[src/rtl/xcvr_pkg.sv]
package xcvr_pkg;
  localparam int GROUP_W  = 8;
  localparam int N_GROUPS = 2;
  localparam int BUS_W    = GROUP_W * N_GROUPS;
endpackage

[src/rtl/xcvr_latch_path.sv]
module xcvr_latch_path #(
  parameter int GW = 8
) (
  input  logic          clk,
  input  logic          rst_n,
  input  logic [GW-1:0] din,
  input  logic          en_n,
  input  logic          le_n,
  input  logic          oe_n,
  output logic [GW-1:0] dout,
  output logic          drive
);
  logic [GW-1:0] q;
  logic          transp;
  logic [GW-1:0] shown;

  assign transp = !en_n && !le_n;

  always_ff @(posedge clk) begin
    if (!rst_n)      q <= '0;
    else if (transp) q <= din;
  end

  assign drive = rst_n && !en_n && !oe_n;
  assign shown = transp ? din : q;
  assign dout  = drive ? shown : '0;

  AST_FOLLOW_OPEN: assert property (@(posedge clk) disable iff (!rst_n)
    (transp && drive) |-> (dout == din));
  AST_CAPTURE_ON_CLOSE: assert property (@(posedge clk) disable iff (!rst_n)
    ($past(rst_n) && $past(transp) && !transp && drive) |-> (dout == $past(din)));
  AST_HOLD_CLOSED: assert property (@(posedge clk) disable iff (!rst_n)
    ($past(rst_n) && !$past(transp) && !transp && drive && $past(drive)) |-> $stable(dout));
  AST_QUIET_WHEN_OFF: assert property (@(posedge clk) disable iff (!rst_n)
    (en_n || oe_n) |-> (!drive && dout == '0));
  always_comb begin
    if (!rst_n) AST_RESET_QUIET: assert (!drive && dout == '0);
  end
endmodule

[src/rtl/xcvr_group.sv]
module xcvr_group #(
  parameter int GW = 8
) (
  input  logic          clk,
  input  logic          rst_n,
  input  logic [GW-1:0] a_in,
  input  logic [GW-1:0] b_in,
  input  logic          en_ab_n,
  input  logic          le_ab_n,
  input  logic          oe_ab_n,
  input  logic          en_ba_n,
  input  logic          le_ba_n,
  input  logic          oe_ba_n,
  output logic [GW-1:0] b_out,
  output logic          b_oe,
  output logic [GW-1:0] a_out,
  output logic          a_oe
);
  xcvr_latch_path #(.GW(GW)) u_ab (
    .clk(clk), .rst_n(rst_n), .din(a_in),
    .en_n(en_ab_n), .le_n(le_ab_n), .oe_n(oe_ab_n),
    .dout(b_out), .drive(b_oe)
  );

  xcvr_latch_path #(.GW(GW)) u_ba (
    .clk(clk), .rst_n(rst_n), .din(b_in),
    .en_n(en_ba_n), .le_n(le_ba_n), .oe_n(oe_ba_n),
    .dout(a_out), .drive(a_oe)
  );
endmodule

[src/rtl/xcvr_dual_latch.sv]
module xcvr_dual_latch
  import xcvr_pkg::*;
(
  input  logic                clk,
  input  logic                rst_n,
  input  logic [BUS_W-1:0]    a_in,
  input  logic [BUS_W-1:0]    b_in,
  input  logic [N_GROUPS-1:0] en_ab_n,
  input  logic [N_GROUPS-1:0] le_ab_n,
  input  logic [N_GROUPS-1:0] oe_ab_n,
  input  logic [N_GROUPS-1:0] en_ba_n,
  input  logic [N_GROUPS-1:0] le_ba_n,
  input  logic [N_GROUPS-1:0] oe_ba_n,
  output logic [BUS_W-1:0]    b_out,
  output logic [N_GROUPS-1:0] b_oe,
  output logic [BUS_W-1:0]    a_out,
  output logic [N_GROUPS-1:0] a_oe
);
  for (genvar g = 0; g < N_GROUPS; g++) begin : g_grp
    xcvr_group #(.GW(GROUP_W)) u_grp (
      .clk(clk), .rst_n(rst_n),
      .a_in(a_in[g*GROUP_W +: GROUP_W]),
      .b_in(b_in[g*GROUP_W +: GROUP_W]),
      .en_ab_n(en_ab_n[g]), .le_ab_n(le_ab_n[g]), .oe_ab_n(oe_ab_n[g]),
      .en_ba_n(en_ba_n[g]), .le_ba_n(le_ba_n[g]), .oe_ba_n(oe_ba_n[g]),
      .b_out(b_out[g*GROUP_W +: GROUP_W]), .b_oe(b_oe[g]),
      .a_out(a_out[g*GROUP_W +: GROUP_W]), .a_oe(a_oe[g])
    );
  end
endmodule

[config.mk]
export PLATFORM = sky130hd
export DESIGN_NAME = xcvr_dual_latch
export DESIGN_NICKNAME = d
export VERILOG_FILES = /design/src/rtl/xcvr_pkg.sv /design/src/rtl/xcvr_latch_path.sv /design/src/rtl/xcvr_group.sv /design/src/rtl/xcvr_dual_latch.sv
export SDC_FILE = /design/constraint.sdc
export NUM_CORES = 1
export LEC_CHECK = 0
export BUFFER_PORTS_ARGS = -buffer_cell sky130_fd_sc_hd__buf_2
export CAP_MARGIN = 15
export CORE_UTILIZATION = 50
export DETAILED_ROUTE_END_ITERATION = 6
export PLACE_DENSITY = 0.87
export SKIP_LAST_GASP = 1
export SYNTH_ARGS = -nofsm -noshare
export SYNTH_HDL_FRONTEND = slang
export SYNTH_SLANG_ARGS = --single-unit
[constraint.sdc]
create_clock -name clk -period 5.5 [get_ports clk]
set_input_delay 1.65 -clock clk [delete_from_list [all_inputs] [get_ports clk]]
set_output_delay 1.65 -clock clk [all_outputs]
set_load 0.01 [all_outputs]
======== Word-level counts from Yosys, hierarchy flattened ========
Index checks and enable logic that the tools add are counted.
storage, ports and cells
  input port bits ......................... 46
  register bits ........................... 32
  output and inout bits ................... 36
  logic and storage cells ................. 36
operators by class
  multiplexer cells ....................... 8
  reductions and logical operators ........ 24
operator list
  operator             number
  $mux W8              8
  $logic_and A1 B1 Y1  12
  $logic_not A1 Y1     12

======== Depth between registers and ports, before layout ========
  word-level depth ........................ 4
  gate-level depth with buffers ........... 5
  depth with buffers taken out ............ 2

======== Modules after synthesis ========
A second synthesis with hierarchy kept.
second synthesis, totals
  cell total of the unflattened synthesis .. 232
  area total of the unflattened synthesis .. 1891.8 µm²
modules (own cells, without submodules)
  module           times used  seq. area each (µm²)  area an instance (µm²)  cells each
  xcvr_latch_path  4           160.2                 473.0                   58

======== Least setup slack after synthesis ========
OpenSTA, ideal clock, no wires.
  path kind ............................... input-to-output
  from .................................... in en_ab_n[0]
  to ...................................... out b_out[0]
  setup slack ............................. 1.393 ns
  buffers on the path ..................... 2
  stages on the path ...................... 4
  data arrival time ....................... 2.457 ns
  cell sequence ........................... buf_6 or3b_1 buf_6 nor2_1
between the ends
  word-level cells in the longest chain between the ends .. 4
  elaborated cells on any way between the ends .. 6
  those cells by class .................... 2 x mux; 4 x reduce/logical
RTL lines
  what                                                   line                                          RTL
  from (decl)                                            xcvr_dual_latch.sv:8                          input logic [N_GROUPS-1:0] en_ab_n,
  $logic_not A1 Y1 (*)                                   xcvr_latch_path.sv:17, xcvr_latch_path.sv:24
  $logic_and A1 B1 Y1 (on tied branches)                 xcvr_latch_path.sv:17, xcvr_latch_path.sv:24
  $mux W8 / $logic_and A1 B1 Y1 (equally long branches)  n/a
  $mux W8 (*)                                            xcvr_latch_path.sv:26                         assign dout = drive ? shown : '0;
  to (decl)                                              xcvr_dual_latch.sv:14                         output logic [BUS_W-1:0] b_out,
Every way passes the cells marked *; elsewhere a longest branch is shown, timed or not.

======== Worst setup path after layout ========
  from .................................... in rst_n
  to ...................................... out b_out[15]
between the ends
  word-level cells in the longest chain between the ends .. 3
RTL lines
  what                               line                   RTL
  from (decl)                        xcvr_dual_latch.sv:5   input logic rst_n,
  $logic_and A1 B1 Y1 (2 in series)  xcvr_latch_path.sv:24  assign drive = rst_n && !en_n && !oe_n;
  $mux W8                            xcvr_latch_path.sv:26
No other way between the ends.

==> metrics <==
Synth top area share=between 30% and 40%; total power=574 uW; Sink Count=32; Final Hold Violating Endpoints=0; Via density=around 5.3; Finished Cell Area=around 2300 um2; Worst Hold Class=reg2reg; crit path cell chain=buf_2 -> or3b_1 -> nor2_1 -> buf_2; Synth warnings=0; Die H=approximately 64 um; Least-Margin Pin Slew=around 0.38 ns; crit path DAT=2.70 ns; main area contributors after synthesis=dfxtp_1, mux2i_1, o211ai_1; post-CTS setup buffers=0; aggregate negative setup slack=0 ns; asr flop ratio synth=0%; initial antenna violation count=0; Core Region=3660 um2; Worst Setup End Kind=primary output; Post-CTS Resized=0; Top delay family on crit path=simple AND/OR/NAND/NOR gates; GRT overflow=0; hpwl dp=2870 um; number of I/O pins=82; Critical Path Most Common Cell=buf_2; worst relative slew slack=between 70% and 80%; worst path bufs/invs=2; minimum clock period=~4.3 ns; n_diodes=0; #FFs+latches synth=32; status=completed; RSZ-0062 raised after global routing=false; CP max FO=12; f_max=between 200 and 250 MHz; Post-Route WL=roughly 4000 um; port bufs=between 80 and 90; maximum number of pins on one net before global-route repair=35; Die ar.=4050 um2; EDFF count, synth=0; Leak Pwr=1.12 nW; Max VDD drop=roughly 0.16 mV; DRT iter0 DRCs=70; Period Utilization, post-route=between 70% and 80%; slowest CP cell=or3b_1; Layout Nets=340; Vias=approximately 1800; drt first pass iters=5; crit start category=input pin; FP Rows=22; CTS H-tree lvls=2; worst clock skew=0 ns; Syn Inst Count=between 200 and 250; worst skew pair latency=~0.26 ns; final setup fails=0; vias in the first global route=about 1500; Longest Clk Path Bufs=2; area leader, netlist=dfxtp_1; Horiz. Die Dim=between 60 and 70 um; Post-CTS Hold Fix Bufs=0; CTS Buf Count=5; Fin Hold WS=approximately 0.50 ns; Crit Path Class=in2out; area delta synth->final=20.3%; Clk pin slew, worst setup/hold paths=roughly 0.060 ns; syn_nets=about 280; CTS tree=built; synthesized cell area=approximately 1900 um2; first-pass GRT wire length=about 6600 um; CP Data Required Time=3.85 ns; distinct cell type count after synthesis=16; placed standard-cell area=roughly 2200 um2; # DRC=0; GRT Resource Usage Total=19.9%; GPL Wtd Cong=~0.76; syn avg cell area=~8 um2; share of cells above drive strength 1=around a third; Seq/Total Area, Yosys=33.8%; Max-Cap Viols=0; clock root buffer=clkbuf_8; WL per Instance=around 12 um; power per cell area=between 200 and 300 nW/um2; starting density of the core=51.8%; Pins Over Slew Limit=0; post-route ant nets=0; predominant post-synthesis flop cell=dfxtp_1; Worst path max stage delay=around 0.53 ns
==> cell type report <==
type / instances / area, um2
sequential: 32 / 641
multi-input combinational: 168 / 1020
timing repair buffer: 83 / 420
clock buffer: 7 / 96.3
clock inverter: 1 / 30.0
fill: 340 / 1380
tap: 48 / 60.1
inverter: 4 / 15.0
==> cell families after synthesis <==
logic type             count (synthesis)  synth area share [%]
AOI/OAI and AO/OA                     64                  21.1
buffers and inverters                 35                  12.5
DFF                                   32                  33.8
muxes                                 32                  16.9
and+or+nand+nor                       72                  15.8
==> worst register-to-register path, cell delays in order, from the launching register on <==
cell and delay, ns:
dfxtp_1 0.32, o211ai_1 0.08, o21ai_0 0.13
==> synthesized netlist by cell type (2+ instances only) <==
| master | n |
|---|---|
| buf_4 | 5 |
| buf_6 | 10 |
| buf_2 | 9 |
| dfxtp_1 | 32 |
| clkbuf_1 | 6 |
| nand2_1 | 32 |
| or2_0 | 2 |
| o211ai_1 | 32 |
| o21ai_1 | 4 |
| inv_1 | 4 |
| or2_2 | 2 |
| o21ai_0 | 28 |
| mux2i_1 | 32 |
| nor2_1 | 32 |
| or3b_1 | 4 |
==> routing by layer <==
layer,track usage [%],share of wire (%),vias up
met5,0,0,-
li1,-,-,927
met1,25.2,45,828
met3,3.44,4.9,4
met2,34.0,48,59
met4,5.97,1.1,0
==> final timing paths <==
| path | endpoint | slack [ns] | startpoint | cells after the start |
|---|---|---|---|---|
| worst max-delay path | b_out[15] | 1.15 | rst_n | 4 |
| worst min-delay path | g_grp[0].u_grp.u_ba.q[4] | 0.50 | g_grp[0].u_grp.u_ba.q[4] | 2 |
| worst max register to register | g_grp[1].u_grp.u_ba.q[5] | 4.84 | g_grp[1].u_grp.u_ba.q[5] | 2 |
| worst min register to register | g_grp[0].u_grp.u_ba.q[4] | 0.50 | g_grp[0].u_grp.u_ba.q[4] | 2 |
==> report_power, final <==
group	switching, mW	internal [mW]
registers	0.00572	0.243
logic	0.0487	0.0370
clock network	0.0796	0.160
total	0.134	0.440
==> sequential cells by signal, summed over array words and instances, names as in the netlist <==
name                cells
g_grp.u_grp.u_ba.q     16
g_grp.u_grp.u_ab.q     16
==> stage by stage <==
stage	setup slack, ns	std cells	util [%]
after global placement	1.16	335	58.9
after CTS	1.14	343	62.4
final	1.15	343	62.4
after detailed placement	1.14	335	58.9
after floorplan	1.39	235	-
after global routing	1.08	343	62.4
==> layout by cell type, fill, tap and decap left out <==
master and n:
or2_0 2, clkbuf_8 7, buf_2 81, nand2_1 32
o211ai_1 32, mux2i_1 32, inv_1 4, nor2_1 32
bufinv_16 1, o21ai_1 4, or2_2 2, or3b_1 4
dfxtp_1 32, buf_4 2, o21ai_0 28
(Power assumes the default switching activity.)
